File: src/rtl/pirq_router_pkg.sv
package pirq_router_pkg;
  localparam int unsigned PIRQ_N   = 4;
  localparam int unsigned IRQ_N    = 16;
  localparam int unsigned ROUTE_W  = 8;
  localparam int unsigned IRQ_IDX_W = $clog2(IRQ_N);
  localparam int unsigned PIN_N    = 4;
  typedef logic [ROUTE_W-1:0] route_t;
  localparam route_t ROUTE_RESET = 8'h80;
endpackage

File: src/rtl/pirq_swizzle.sv
module pirq_swizzle
  import pirq_router_pkg::*;
#(
  parameter int unsigned NUM_SLOTS  = 4,
  parameter int unsigned FIRST_SLOT = 1
) (
  input  logic [NUM_SLOTS*PIN_N-1:0] intx_i,
  output logic [PIRQ_N-1:0]          pirq_o
);
  // Slot s pin x lands on line (x + s - 1) mod 4; +3 keeps it non-negative.
  always_comb begin
    pirq_o = '0;
    for (int i = 0; i < NUM_SLOTS; i++) begin
      for (int x = 0; x < PIN_N; x++) begin
        pirq_o[2'((x + FIRST_SLOT + i + 3) % PIRQ_N)] =
          pirq_o[2'((x + FIRST_SLOT + i + 3) % PIRQ_N)] | intx_i[i*PIN_N + x];
      end
    end
  end
endmodule

File: src/rtl/pirq_route_regs.sv
module pirq_route_regs
  import pirq_router_pkg::*;
#(
  parameter int unsigned ADDR_W      = 6,
  parameter int unsigned ROUTE_DWORD = 6'h18
) (
  input  logic                           clk,
  input  logic                           rst_n,
  input  logic                           wr_en,
  input  logic [ADDR_W-1:0]              wr_addr,
  input  logic [31:0]                    wr_data,
  input  logic [3:0]                     wr_be,
  input  logic [ADDR_W-1:0]              rd_addr,
  output logic [31:0]                    rd_data,
  input  logic [1:0]                     q_pirq,
  output logic                           q_en,
  output logic [IRQ_IDX_W-1:0]           q_irq,
  output logic [PIRQ_N-1:0][ROUTE_W-1:0] route_o
);
  logic hit;
  assign hit = wr_en && (wr_addr == ADDR_W'(ROUTE_DWORD));

  for (genvar p = 0; p < PIRQ_N; p++) begin : g_lane
    always_ff @(posedge clk or negedge rst_n) begin
      if (!rst_n)               route_o[p] <= ROUTE_RESET;
      else if (hit && wr_be[p]) route_o[p] <= wr_data[p*8 +: 8];
    end

    // a masked lane keeps its byte
    a_r6_lane_hold: assert property (@(posedge clk) disable iff (!rst_n)
      (wr_en && !wr_be[p]) |=> $stable(route_o[p]));
  end

  assign rd_data = (rd_addr == ADDR_W'(ROUTE_DWORD)) ? route_o : 32'h0;

  route_t q_sel;
  assign q_sel = route_o[q_pirq];
  assign q_en  = (q_sel < route_t'(IRQ_N));
  assign q_irq = q_en ? q_sel[IRQ_IDX_W-1:0] : '0;

  // the cycle after reset is released, all bytes hold the default
  a_r1_reset_default: assert property (@(posedge clk)
    ($past(!rst_n) && rst_n) |-> (route_o == {PIRQ_N{ROUTE_RESET}}));

  // a write at a foreign address changes nothing
  a_r6_foreign_addr: assert property (@(posedge clk) disable iff (!rst_n)
    (wr_en && wr_addr != ADDR_W'(ROUTE_DWORD)) |=> $stable(route_o));
endmodule

File: src/rtl/pirq_steer.sv
module pirq_steer
  import pirq_router_pkg::*;
(
  input  logic                           clk,
  input  logic                           rst_n,
  input  logic [PIRQ_N-1:0]              lvl_i,
  input  logic [PIRQ_N-1:0][ROUTE_W-1:0] route_i,
  output logic [IRQ_N-1:0]               irq_o
);
  logic [IRQ_N-1:0][PIRQ_N-1:0] tbl_d, tbl_q;
  logic [PIRQ_N-1:0][IRQ_N-1:0] col;

  // Full rebuild each cycle: no entry survives a route or level change.
  always_comb begin
    for (int k = 0; k < IRQ_N; k++) begin
      for (int p = 0; p < PIRQ_N; p++) begin
        tbl_d[k][p] = lvl_i[p] && (route_i[p][ROUTE_W-1:IRQ_IDX_W] == '0) &&
                      (route_i[p][IRQ_IDX_W-1:0] == IRQ_IDX_W'(k));
        col[p][k]   = tbl_q[k][p];
      end
    end
  end

  always_ff @(posedge clk or negedge rst_n) begin
    if (!rst_n) tbl_q <= '0;
    else        tbl_q <= tbl_d;
  end

  for (genvar k = 0; k < IRQ_N; k++) begin : g_or
    assign irq_o[k] = |tbl_q[k];
  end

  for (genvar p = 0; p < PIRQ_N; p++) begin : g_chk
    // a disabled line owns no table entry one cycle later
    a_r2_disabled_silent: assert property (@(posedge clk) disable iff (!rst_n)
      (route_i[p] >= ROUTE_W'(IRQ_N)) |=> (col[p] == '0));
    // a low line leaves nothing behind under any route
    a_r7_no_stale: assert property (@(posedge clk) disable iff (!rst_n)
      !lvl_i[p] |=> (col[p] == '0));
  end
endmodule

File: src/rtl/pirq_router.sv
module pirq_router
  import pirq_router_pkg::*;
#(
  parameter int unsigned NUM_SLOTS   = 4,
  parameter int unsigned FIRST_SLOT  = 1,
  parameter int unsigned ADDR_W      = 6,
  parameter int unsigned ROUTE_DWORD = 6'h18
) (
  input  logic                         clk,
  input  logic                         rst_n,
  input  logic                         cfg_wr_en,
  input  logic [ADDR_W-1:0]            cfg_wr_addr,
  input  logic [31:0]                  cfg_wr_data,
  input  logic [3:0]                   cfg_wr_be,
  input  logic [ADDR_W-1:0]            cfg_rd_addr,
  output logic [31:0]                  cfg_rd_data,
  input  logic [NUM_SLOTS*PIN_N-1:0]   slot_intx,
  input  logic [1:0]                   qry_pirq,
  output logic                         qry_en,
  output logic [IRQ_IDX_W-1:0]         qry_irq,
  output logic [IRQ_N-1:0]             irq_out
);
  logic [PIRQ_N-1:0]              pirq_lvl;
  logic [PIRQ_N-1:0][ROUTE_W-1:0] route;

  pirq_swizzle #(.NUM_SLOTS(NUM_SLOTS), .FIRST_SLOT(FIRST_SLOT)) u_swz (
    .intx_i (slot_intx),
    .pirq_o (pirq_lvl)
  );

  pirq_route_regs #(.ADDR_W(ADDR_W), .ROUTE_DWORD(ROUTE_DWORD)) u_regs (
    .clk     (clk),
    .rst_n   (rst_n),
    .wr_en   (cfg_wr_en),
    .wr_addr (cfg_wr_addr),
    .wr_data (cfg_wr_data),
    .wr_be   (cfg_wr_be),
    .rd_addr (cfg_rd_addr),
    .rd_data (cfg_rd_data),
    .q_pirq  (qry_pirq),
    .q_en    (qry_en),
    .q_irq   (qry_irq),
    .route_o (route)
  );

  pirq_steer u_steer (
    .clk     (clk),
    .rst_n   (rst_n),
    .lvl_i   (pirq_lvl),
    .route_i (route),
    .irq_o   (irq_out)
  );

  // an active output needs an active shared line the cycle before
  a_r3_out_has_source: assert property (@(posedge clk) disable iff (!rst_n)
    (irq_out != '0) |-> $past(pirq_lvl != '0));

  // outputs are quiet in the first cycle out of reset
  a_r1_quiet_after_reset: assert property (@(posedge clk)
    ($past(!rst_n) && rst_n) |-> (irq_out == '0));
endmodule

File: config.mk
export PLATFORM = sky130hd
export DESIGN_NAME = pirq_router
export DESIGN_NICKNAME = d
export VERILOG_FILES = /design/src/rtl/pirq_router_pkg.sv /design/src/rtl/pirq_swizzle.sv /design/src/rtl/pirq_route_regs.sv /design/src/rtl/pirq_steer.sv /design/src/rtl/pirq_router.sv
export SDC_FILE = /design/constraint.sdc
export NUM_CORES = 1
export LEC_CHECK = 0
export ABC_CLOCK_PERIOD_IN_PS = 1980
export BUFFER_PORTS_ARGS = -buffer_cell sky130_fd_sc_hd__buf_2
export CORE_MARGIN = 1.5
export CORE_UTILIZATION = 52
export DETAILED_ROUTE_END_ITERATION = 10
export MAX_ROUTING_LAYER = met4
export PLACE_DENSITY = 0.79
export SLEW_MARGIN = 30
export SYNTH_ARGS = -nofsm -noshare
export SYNTH_HDL_FRONTEND = slang
export SYNTH_HIERARCHICAL = 1
export SYNTH_SLANG_ARGS = --single-unit
File: constraint.sdc
create_clock -name clk -period 1.98 [get_ports clk]
set_clock_uncertainty 0.15 [all_clocks]
set_input_delay 0.198 -clock clk [delete_from_list [all_inputs] [get_ports clk]]
set_output_delay 0.198 -clock clk [all_outputs]
set_load 0.1 [all_outputs]
==> flow_metrics.py <==
metrics = {
    "status": {
        "status": "finished, violations left",
        "violations": "negative setup slack",
    },
    "clocking": {
        "cts_max_path_buffers": 2,
        "cts_buffers": 9,
        "cts_tree": "done",
        "htree_num_levels": 3,
        "path_clk_slew_ns": 0.10,
        "cts-root-buf": "clkbuf_8",
        "cts_sinks": 96,
        "clk_latency_ns": 0.37,
    },
    "routing": {
        "vias": 3770,
        "drcViolationCount": 0,
        "vias_per_cell": 6.130,
        "routed_wl_mm": 14.87,
        "antenna_left": 0,
        "drtIter0Drc": 326,
        "drt_first_pass_iters": 5,
        "routedWlPerCell_um": 24.18,
    },
    "worst_setup_path": {
        "end_kind": "primary output",
        "path_depth": 5,
        "path_class": "register to primary output",
        "critical_path.max_fanout": 8,
        "rrSetupSlack_ns": -0.05,
        "startpoint": "u_regs/route_o[7]",
        "worstPathArrival_ns": 2.12,
        "reg2reg_depth": 4,
        "timing.rr.end": "u_steer/col[56]",
        "cp_cell_sequence": "nor4_4 > buf_4 > o221ai_1 > a21oi_4 > buf_12",
        "critPathLaunchType": "register",
        "critical-path-top-delay-family": "compound AO/OA/AOI/OAI gates",
        "max_stage_delay_ns": 0.44,
        "cpMaxStageDelayCell": "dfstp_2",
        "rr_startpoint": "u_regs/route_o[29]",
        "critPathBufInv": 2,
        "crit_end": "qry_irq[2]",
        "crit_required_ns": 1.63,
    },
    "sta": {
        "fin_crit_sh_pct": 124.5,
        "hold_viol": 0,
        "fin_crit_ns": 2.465,
        "fmax_mhz": 405.7,
        "maxSlewHeadroom_pct": 54.00,
        "fin_ws_ns": -0.4849,
        "finalSetupViolations": 38,
        "grt_setup_unrepaired": "true",
        "fin_setup_tns_ns": -5.972,
        "drv_slew": 0,
        "worst_slew_pin_slew_ns": 0.6837,
    },
    "global_route": {
        "grt_pass1_vias": 3900,
        "grt_pass1_wl_mm": 21.86,
        "grt_max_degree": 41,
        "grt_overflow_total": 0,
        "grt_usage_pct": 35.72,
        "antenna_found_initial": 0,
    },
    "cells_and_area": {
        "drive_gt1_share_pct": 47.37,
        "fill_cells": 381,
        "area_growth_pct": 52.04,
        "fin_util_pct": 82.45,
        "num_antenna_cells": 0,
        "mostFrequentLayoutCell": "dfrtp_1",
        "most-common-layout-cells": "dfrtp_1 (91), buf_2 (81), nor3_1 (41)",
        "nets": 578,
    },
    "synthesis": {
        "synth.distinct_cells": 32,
        "syn_nets": 391,
        "yosysWarnings": 6,
        "synth_cells": 322,
        "syn-cell-area_um2": 4234,
        "ys_ff_latch": 96,
        "ys_seq_area_share_pct": 56.86,
        "syn_avg_cell_area_um2": 13.15,
    },
    "floorplan": {
        "dieArea_um2": 8693,
        "row_count": 32,
        "start_util_pct": 54.23,
        "coreArea_um2": 7807,
        "die_x_um": 93.24,
        "die_h_um": 93.24,
        "ios": 122,
    },
    "place": {
        "io_buffers": 121,
        "dpl_worst_slack_ns": -0.02666,
        "routabilityCongestion": 0.8903,
        "dp_hpwl_mm": 8.433,
    },
    "run": {
        "drv_cap": 0,
    },
    "min_path": {
        "hold_path_class": "input pin to asynchronous set/reset pin",
    },
    "power_and_ir_drop": {
        "power.density_nw_per_um2": 726.7,
        "vdd_drop_max_uv": 441.4,
        "power.leakage_nw": 3.095,
    },
}
cell families (layout without fill, tap and decap cells):
kind of cell / after synthesis / after routing / synth area share (%)
compound gates: 11 / 11 / 1.743
buf+inv: 13 / 204 / 3.398
flops: 96 / 96 / 56.86
mux: 36 / 36 / 10.64
simple gates: 166 / 166 / 27.36
worst min path at each step:
stage,from,to,slack [ns]
2_1_floorplan,rst_n,u_regs/route_o[0],-0.25
3_3_place_gp,rst_n,u_steer/col[34],0.02
3_5_place_dp,rst_n,u_steer/col[24],0.02
4_1_cts,cfg_wr_be[1],u_regs/route_o[15],0.14
5_1_grt,rst_n,u_regs/route_o[22],0.19
6_report,rst_n,u_regs/route_o[22],0.16
where the power goes:
group / switching [mW] / internal (mW) / total [mW]
Combinational: 0.787 / 0.422 / 1.21
Clock: 0.714 / 0.586 / 1.30
Sequential: 0.0964 / 2.07 / 2.17
synth_stat cells:
| cell | instances | area share (%) |
|---|---|---|
| nand4bb_1 | 6 | 1.6 |
| nand2_1 | 6 | 0.53 |
| nor4_2 | 3 | 0.89 |
| or4b_4 | 4 | 1.3 |
| nor4_1 | 17 | 2.5 |
| buf_6 | 8 | 2.1 |
| or4_1 | 21 | 3.7 |
| clkbuf_1 | 1 | 0.089 |
| nand4b_1 | 3 | 0.62 |
| buf_2 | 1 | 0.12 |
| or3b_1 | 1 | 0.21 |
| or2_2 | 2 | 0.30 |
| o21a_1 | 1 | 0.18 |
| nor3_2 | 7 | 1.7 |
| nor3_1 | 41 | 4.8 |
| dfstp_2 | 4 | 2.5 |
| nand2b_1 | 9 | 1.3 |
| a21oi_1 | 5 | 0.59 |
| and2_1 | 32 | 4.7 |
| mux4_2 | 4 | 2.1 |
| o22ai_1 | 1 | 0.15 |
| and4b_1 | 1 | 0.24 |
| nor2_1 | 1 | 0.089 |
| buf_8 | 3 | 1.1 |
| dfrtp_1 | 92 | 54 |
| nor3b_4 | 1 | 0.44 |
| or4b_1 | 3 | 0.71 |
| or4_4 | 1 | 0.27 |
| nand3_2 | 4 | 0.95 |
| or3_1 | 3 | 0.44 |
| mux2_1 | 32 | 8.5 |
| o221ai_1 | 4 | 0.83 |
what timing repair did:
item,CTS,global route
endpoints found under the hold margin,102,0
pin swaps,6,8
endpoints found under the setup margin,28,37
gates cloned,3,0
hold buffers,33,0
setup buffers,3,5
gates resized for setup,9,5
layer usage:
metal	GRT usage, %	part of all wire, %	vias up
met5	-	0	-
met4	18.18	5.0	0
met3	6.098	7.6	51
met2	58.45	51	268
met1	42.65	36	1862
li1	-	-	1589
per-stage QoR:
stage                     hold slack [ns]  instance area [um2]  power [mW]  cells
after floorplan                   -0.2476                 4388       2.943    322
after CTS                          0.1433                 6404       4.563    612
after global routing               0.1875                 6437       4.819    615
after global placement            0.01584                 5756       3.226    558
final                              0.1590                 6437       4.678    615
after detailed placement          0.01618                 5756       3.255    558
state kept, by name, indices dropped and copies added, names as in the netlist:
| register | count |
|---|---|
| u_regs/route_o | 32 |
| u_steer/col | 64 |
area by class of cell:
cell class / count / area (um2) / share of cell area (%)
Clock buffer: 9 / 123.9 / 1.924
Clock inverter: 6 / 68.82 / 1.069
Multi-Input combinational cell: 213 / 1852 / 28.77
Sequential cell: 96 / 2409 / 37.41
Tap cell: 102 / 127.6 / 1.983
Timing Repair Buffer: 189 / 1857 / 28.84
Power figures use the tool's default switching activity.
